==> config.mk <==
export PLATFORM = sky130hd
export DESIGN_NAME = dma_addr_counter
export DESIGN_NICKNAME = d
export VERILOG_FILES = /design/src/rtl/dma_addr_pkg.sv /design/src/rtl/dma_stride_sel.sv /design/src/rtl/dma_ptr_reg.sv /design/src/rtl/dma_addr_counter.sv
export SDC_FILE = /design/constraint.sdc
export NUM_CORES = 1
export LEC_CHECK = 0
export BUFFER_PORTS_ARGS = -buffer_cell sky130_fd_sc_hd__buf_4
export CELL_PAD_IN_SITES_DETAIL_PLACEMENT = 1
export CELL_PAD_IN_SITES_GLOBAL_PLACEMENT = 2
export CORE_ASPECT_RATIO = 0.9
export CORE_UTILIZATION = 35
export DETAILED_ROUTE_END_ITERATION = 8
export GPL_TIMING_DRIVEN = 0
export HOLD_SLACK_MARGIN = 0.06
export PLACE_DENSITY = 0.95
export SLEW_MARGIN = 20
export SYNTH_ARGS = -nofsm -noshare
export SYNTH_HDL_FRONTEND = slang
export SYNTH_HIERARCHICAL = 1
export SYNTH_SLANG_ARGS = --single-unit
==> constraint.sdc <==
create_clock -name clk -period 7.9 [get_ports clk]
set_input_delay 1.58 -clock clk [delete_from_list [all_inputs] [get_ports clk]]
set_output_delay 1.58 -clock clk [all_outputs]
set_load 0.02 [all_outputs]
==> src/rtl/dma_addr_pkg.sv <==
package dma_addr_pkg;

    typedef enum logic [1:0] {
        DIR_UP    = 2'b00,
        DIR_DOWN  = 2'b01,
        DIR_HOLD  = 2'b10,
        DIR_HOLDX = 2'b11
    } ptr_dir_e;

    typedef enum logic [1:0] {
        UNIT_B8  = 2'b00,
        UNIT_B16 = 2'b01,
        UNIT_B32 = 2'b10,
        UNIT_RSV = 2'b11
    } unit_size_e;

    // log2 of the byte count of one transfer unit; the reserved code acts as a word
    function automatic logic [1:0] unit_log2(input logic [1:0] size);
        case (size)
            UNIT_B8:  unit_log2 = 2'd0;
            UNIT_B16: unit_log2 = 2'd1;
            default:  unit_log2 = 2'd2;
        endcase
    endfunction

endpackage

==> src/rtl/dma_stride_sel.sv <==
module dma_stride_sel #(
    parameter int ADDR_W = 32,
    parameter int MODE_W = 3,
    parameter int GRAN   = 4
) (
    input  logic [MODE_W-1:0] mode_i,
    input  logic [1:0]        size_i,
    output logic [ADDR_W-1:0] stride_o
);
    import dma_addr_pkg::*;

    localparam int NUM_CODES = 1 << MODE_W;

    logic [ADDR_W-1:0] stride_tab [NUM_CODES];
    logic [ADDR_W-1:0] unit_stride;

    // code 0 follows the transfer unit; every other code is a fixed power of two
    assign unit_stride   = ADDR_W'(1) << unit_log2(size_i);
    assign stride_tab[0] = unit_stride;

    for (genvar g = 1; g < NUM_CODES; g++) begin : g_code
        assign stride_tab[g] = ADDR_W'(1) << (g * GRAN);
    end

    assign stride_o = stride_tab[mode_i];

endmodule

==> src/rtl/dma_ptr_reg.sv <==
module dma_ptr_reg #(
    parameter int ADDR_W = 32
) (
    input  logic              clk,
    input  logic              rst_n,
    input  logic              load_i,
    input  logic              step_i,
    input  logic [1:0]        dir_i,
    input  logic [ADDR_W-1:0] init_i,
    input  logic [ADDR_W-1:0] stride_i,
    output logic [ADDR_W-1:0] addr_o
);
    import dma_addr_pkg::*;

    typedef struct packed {
        logic [ADDR_W-1:0] addr;
    } ptr_state_t;

    ptr_state_t state_d, state_q;

    always_comb begin
        state_d = state_q;
        if (load_i) begin
            state_d.addr = init_i;
        end else if (step_i) begin
            case (ptr_dir_e'(dir_i))
                DIR_UP:   state_d.addr = state_q.addr + stride_i;
                DIR_DOWN: state_d.addr = state_q.addr - stride_i;
                default:  state_d.addr = state_q.addr;
            endcase
        end
    end

    always_ff @(posedge clk or negedge rst_n) begin
        if (!rst_n) state_q <= '0;
        else        state_q <= state_d;
    end

    assign addr_o = state_q.addr;


    load_wins_chk: assert property (@(posedge clk) disable iff (!rst_n)
        load_i |=> addr_o == $past(init_i));


    idle_hold_chk: assert property (@(posedge clk) disable iff (!rst_n)
        (!load_i && !step_i) |=> $stable(addr_o));


    fixed_hold_chk: assert property (@(posedge clk) disable iff (!rst_n)
        (!load_i && step_i && dir_i[1]) |=> $stable(addr_o));


    up_wrap_chk: assert property (@(posedge clk) disable iff (!rst_n)
        (!load_i && step_i && dir_i == 2'b00) |=> addr_o == ADDR_W'($past(addr_o) + $past(stride_i)));


    down_wrap_chk: assert property (@(posedge clk) disable iff (!rst_n)
        (!load_i && step_i && dir_i == 2'b01) |=> addr_o == ADDR_W'($past(addr_o) - $past(stride_i)));

endmodule

==> src/rtl/dma_addr_counter.sv <==
module dma_addr_counter #(
    parameter int ADDR_W = 32,
    parameter int MODE_W = 3,
    parameter int GRAN   = 4
) (
    input  logic              clk,
    input  logic              rst_n,
    input  logic              start,
    input  logic              step,
    input  logic [ADDR_W-1:0] src_init,
    input  logic [ADDR_W-1:0] dst_init,
    input  logic [1:0]        src_dir,
    input  logic [1:0]        dst_dir,
    input  logic [MODE_W-1:0] src_mode,
    input  logic [MODE_W-1:0] dst_mode,
    input  logic [1:0]        xfer_size,
    output logic [ADDR_W-1:0] src_addr,
    output logic [ADDR_W-1:0] dst_addr
);
    localparam int NUM_PTR = 2;

    logic [ADDR_W-1:0] init_a   [NUM_PTR];
    logic [1:0]        dir_a    [NUM_PTR];
    logic [MODE_W-1:0] mode_a   [NUM_PTR];
    logic [ADDR_W-1:0] stride_a [NUM_PTR];
    logic [ADDR_W-1:0] addr_a   [NUM_PTR];

    // index 0 is the source pointer, index 1 the destination pointer
    assign init_a[0] = src_init;
    assign init_a[1] = dst_init;
    assign dir_a[0]  = src_dir;
    assign dir_a[1]  = dst_dir;
    assign mode_a[0] = src_mode;
    assign mode_a[1] = dst_mode;

    for (genvar p = 0; p < NUM_PTR; p++) begin : g_ptr
        dma_stride_sel #(
            .ADDR_W (ADDR_W),
            .MODE_W (MODE_W),
            .GRAN   (GRAN)
        ) i_stride (
            .mode_i   (mode_a[p]),
            .size_i   (xfer_size),
            .stride_o (stride_a[p])
        );

        dma_ptr_reg #(
            .ADDR_W (ADDR_W)
        ) i_reg (
            .clk      (clk),
            .rst_n    (rst_n),
            .load_i   (start),
            .step_i   (step),
            .dir_i    (dir_a[p]),
            .init_i   (init_a[p]),
            .stride_i (stride_a[p]),
            .addr_o   (addr_a[p])
        );
    end

    assign src_addr = addr_a[0];
    assign dst_addr = addr_a[1];

endmodule

# --- After elaboration in Yosys (flattened, before gate mapping) ---
# Index checks and enable logic that the tools add are counted.
word_totals:
  reg_bits: 64
  inputBits: 80
  word_cells: 35
op_classes:
  n_addsub: 4
  order_cmp: 2
  n_eq_ne: 3
  shift: 1
  mux: 13
  n_bitwise: 2
  reduce_logical: 8
ops:
  columns: ["cell", "n"]
  rows:
  - ["2-to-1 mux 32 bit", 8]
  - ["binary-select mux 32 bit (select 3 bit)", 2]
  - ["case mux 32 bit (2 select lines)", 2]
  - ["adder 32 bit", 2]
  - ["subtractor 32 bit", 2]
  - ["<< shifter 1 x 2 -> 32 bit, first input constant", 1]
  - ["greater-or-equal comparator 4 bit, second input constant", 2]
  - ["NOT 3 -> 4 bit", 2]
  - ["== test 2 x 1 -> 1 bit, second input constant", 3]
  - ["logical NOT 2 bit", 3]
  - ["nonzero test 3 bit", 2]
  - ["case mux 2 bit (2 select lines)", 1]
  - ["AND reduction 2 bit", 2]
  - ["nonzero test 2 bit", 1]

# --- Logic depth before layout (Yosys ltp) ---
depth:
  ltp_word: 10
  depth_mapped: 23
  ltp_nobuf: 21

# --- By module ---
# The synthesis kept the hierarchy.
by_module_without_submodules:
  columns: ["mod", "instances", "cells_each", "area_each_um2", "seq_area_each_um2"]
  rows:
  - ["dma_ptr_reg at g_ptr[0].i_reg", 1, 488, 3719.8, 800.8]
  - ["dma_ptr_reg at g_ptr[1].i_reg", 1, 492, 3712.3, 800.8]
  - ["dma_stride_sel", 2, 38, 256.5, 0.0]

# --- Worst setup path after synthesis ---
# Ideal clock, no wire load.
synth_path:
  kind: "input to register"
  start: "input src_mode[0]"
  end: "register g_ptr[0].i_reg.state_q, in the netlist g_ptr[0].i_reg/addr_o[31]"
  setup_time_ns: 0.142
  arrival_time_ns: 5.171
  path_slack_ns: 2.586
  stages: 21
  path_buffers: 2
  path_cell_list: "clkbuf_2 > or4_1 > nor2_1 > inv_1 > ha_1 > nand3b_1 > or4_1 > nor2_1 > and2_1 > a21oi_1 > xnor2_1 > ha_1 > clkbuf_1 > a21oi_1 > o21bai_1 > a21oi_1 > o21ai_0 > a221o_1 > a41oi_1 > xnor2_1 > o221ai_1"
synth_lines:
  columns: ["element", "line_no", "text"]
  rows:
  - ["from (decl)", "dma_addr_counter.sv:14", "input logic [MODE_W-1:0] src_mode,"]
  - ["to (signal assigned)", "dma_ptr_reg.sv:36", "else state_q <= state_d;"]
  - ["to (decl)", "dma_ptr_reg.sv:19", "ptr_state_t state_d, state_q;"]

==> results by group <==
Die
  – Die area: 23300 um^2
  – Starting density of the core: 0.362
  – Row count: 51
  – I/O pin total: 144
  – Core area: 22000 um^2
  – Die height: 145 um
  – Die X: 161 um

Logic synthesis
  – Flops & latches, synth: 64
  – Yosys warns: 6
  – Post-synth EDFFs: 0
  – Mapped cell area: 7950 um^2
  – Largest area contributor in the synthesized netlist: dfrtp_1
  – Distinct cells, synth: 77
  – Top_reg_cell synth: dfrtp_1
  – Sequential share of the synthesized area: 0.202
  – FFs w/ async S/R, synth: 1.00
  – Top cell type's share of synthesized area: 0.202
  – Mapped Cells: 1056
  – Largest cells by area after synthesis: dfrtp_1 (20%), ha_1 (10%), a21oi_1 (6.8%), xor2_1 (6.5%), xnor2_1 (6.4%)
  – Syn avg cell area: 7.52 um^2

Place
  – DP HPWL: 23200 um
  – Gp weighted congestion: 0.877
  – Post-placement setup slack: 1.63 ns
  – PortBufs: 140
  – Inst Count DP: 1529

Pwr
  – Sw Ratio: 0.445
  – Clock share of power: 0.223
  – P_sw: 0.859 mW
  – LEAKAGE: 4.51 nW
  – Reg power frac: 0.221
  – Power density cells: 197 nW/um^2
  – Peak supply drop: 0.0994 mV
  – Internal: 1.07 mW
  – Combinational Power Share: 0.555

Clocking
  – CTS resizes: 0
  – Total setup buffers inserted after CTS: 0
  – H-tree depth: 3
  – Max Root-Sink Buffers: 2
  – Num Clock Sinks: 64
  – Root buf cell: clkbuf_16
  – CTS Buf Count: 9
  – Hold Buf Count CTS: 0
  – Worst-Skew Late Latency: 0.34 ns
  – Clk slew on worst S/H paths: 0.06 ns
  – CTS tree: built

Worst setup path
  – Worst-path fanout max: 9
  – CP max-delay cell: or4_1
  – CP delay by family, top: compound AO/OA/AOI/OAI gates
  – CP cell instances: clkbuf_2 -> or4_1 -> nor2_1 -> inv_1 -> ha_1 -> nand3b_1 -> or4_1 -> nor2_1 -> and2_1 -> a21oi_1 -> xnor2_1 -> ha_1 -> clkbuf_1 -> a21oi_1 -> o21bai_1 -> a21oi_1 -> o21ai_0 -> a221o_1 -> a41oi_1 -> xnor2_1 -> o221ai_1
  – Worst endpoint data arrival time: 6.14 ns
  – Critical Path RT: 8.09 ns
  – Startpoint types: input port
  – Cell mode on critical path: a21oi_1
  – CP Capture Type: flip-flop
  – CP max stage delay: 0.56 ns
  – Worst Setup Path Type: input port to flip-flop
  – Worst Path Buf+Inv: 3

Final layout
  – Inserted Diodes: 0
  – Final #Nets: 1395
  – Syn-to-layout area delta: 23.6%
  – Layout cell share with drive strength beyond 1: 0.188
  – Layout Cells excl Fill: 1545
  – Number of flip-flops in the largest register: 64

Timing
  – Final setup viols: 0
  – Smallest setup slack after layout: 1.95 ns
  – Final max-slew violation count: 0
  – Fmax achieved: 168 MHz
  – Final hold vios: 0
  – Tightest Pin Transition: 0.950 ns
  – Max transition margin: 0.366
  – Final setup TNS: 0 ns
  – Tcrit/Tclk final: 0.753
  – Final min period: 5.95 ns
  – Clock Skew: 0.00751 ns
  – Unrepaired setup endpoints after global routing: false

Global routing
  – Largest net degree at the start of global routing: 65
  – GRT overflow: 0
  – Initial antenna violation count: 0
  – First-pass GRT wire length: 46300 um
  – Number of global-route vias before repair: 8528
  – Overall Global Routing Usage: 0.251

Drt
  – DR DRC count: 0
  – Total via count in the routed design: 8331
  – Detail Route Antenna Nets: 0
  – First drt pass iteration count: 4
  – Final WL: 29000 um
  – Starting DRC count in detailed routing: 343
  – Vias per Instance: 5.39
  – Routed len/inst: 18.8 um

Job
  – Max-cap violations: 0

Outcome
  – Outcome: completed

Hold path
  – Worst hold path type: flip-flop to flip-flop
routing by layer:
metal	routed length (um)	track usage	up-vias
met5	0	0	-
met4	368	0.0486	0
met3	1140	0.0317	21
met2	13000	0.403	172
met1	14500	0.360	4046
li1	-	-	4092
synth_stat cells, types with 7 or more instances:
master and number:
nand2_1 135, a21oi_1 108, nor2_1 91, o21ai_0 66, dfrtp_1 64, ha_1 64, xor2_1 59, xnor2_1 58
buf_4 44, clkbuf_1 38, inv_1 28, o21ai_1 25, a21o_1 20, o31ai_1 16, nand4_1 14, mux2i_1 12
nand2b_1 12, nor4_1 12, o21bai_1 12, o221ai_1 12, nor3_1 11, a31oi_1 10, nand3_1 10, o21a_1 10
o211ai_1 7
power groups by stage:
stage / logic [mW] / registers (mW) / clock network, mW
final: 1.07 / 0.428 / 0.431
after global routing: 1.18 / 0.434 / 0.455
after CTS: 1.06 / 0.427 / 0.444
after detailed placement: 1.05 / 0.433 / 0
after global placement: 1.03 / 0.433 / 0
after floorplan: 0.689 / 0.475 / 0
final timing paths:
path	start	endpoint	slack, ns	depth (start not counted)
setup reg to reg	g_ptr[0].i_reg/addr_o[0]$_DFFE_PN0P_	g_ptr[0].i_reg/addr_o[26]$_DFFE_PN0P_	4.73	12
max in group asynchronous	rst_n	g_ptr[0].i_reg/addr_o[13]$_DFFE_PN0P_	5.90	1
hold reg to reg	g_ptr[0].i_reg/addr_o[12]$_DFFE_PN0P_	g_ptr[0].i_reg/addr_o[12]$_DFFE_PN0P_	0.60	2
min in group asynchronous	rst_n	g_ptr[1].i_reg/addr_o[17]$_DFFE_PN0P_	1.37	1
hold / removal	g_ptr[0].i_reg/addr_o[12]$_DFFE_PN0P_	g_ptr[0].i_reg/addr_o[12]$_DFFE_PN0P_	0.60	2
setup / recovery	src_mode[0]	g_ptr[0].i_reg/addr_o[31]$_DFFE_PN0P_	1.95	21
layout make-up:
cell class / instances / area [um^2]
inverters: 29 / 109
well taps: 291 / 364
clock buffers: 13 / 260
clock inverters: 3 / 40.0
flip-flops and latches: 64 / 1600
multi-input cells: 912 / 5870
plain buffers: 93 / 523
fillers: 2828 / 12100
repair buffers: 140 / 1050
cell families (layout without fill, tap and decap cells):
family          count (synthesis)  after routing  synth area share
flops                          64             64             0.202
fa+ha+maj                      66             66             0.106
simple gates                  339            339             0.202
other cells                     2             44          0.000945
xor+xnor                      117            117             0.129
buf+inv                       122            278            0.0795
mux                            17             17            0.0222
compound gates                329            329             0.259
stage by stage:
step	hold slack, ns	power (mW)	cell area, um^2	utilization
detailed placement	0.587	1.49	9520	0.434
finish	0.604	1.93	9820	0.447
floorplan	0.673	1.16	8100	-
CTS	0.606	1.94	9820	0.447
global placement	0.573	1.47	9520	0.434
global route	0.636	2.07	9820	0.447
cells in the final DEF (no fill, tap or decap), types with 11 or more instances in the layout:
cell type	Yosys	layout
buf_4	44	184
nand2_1	135	135
a21oi_1	108	108
nor2_1	91	91
o21ai_0	66	66
ha_1	64	64
dfrtp_1	64	64
xor2_1	59	59
xnor2_1	58	58
conb_1	2	44
clkbuf_1	38	40
inv_1	28	28
o21ai_1	25	25
a21o_1	20	20
o31ai_1	16	16
nand4_1	14	14
nor4_1	12	12
nand2b_1	12	12
mux2i_1	12	12
o21bai_1	12	12
o221ai_1	12	12
nor3_1	11	11
tightest hold or removal path: stages (launching register included):
cell and delay, ns:
dfrtp_1 0.37, a21oi_1 0.08, o21ai_1 0.11
(Power assumes the default switching activity.)
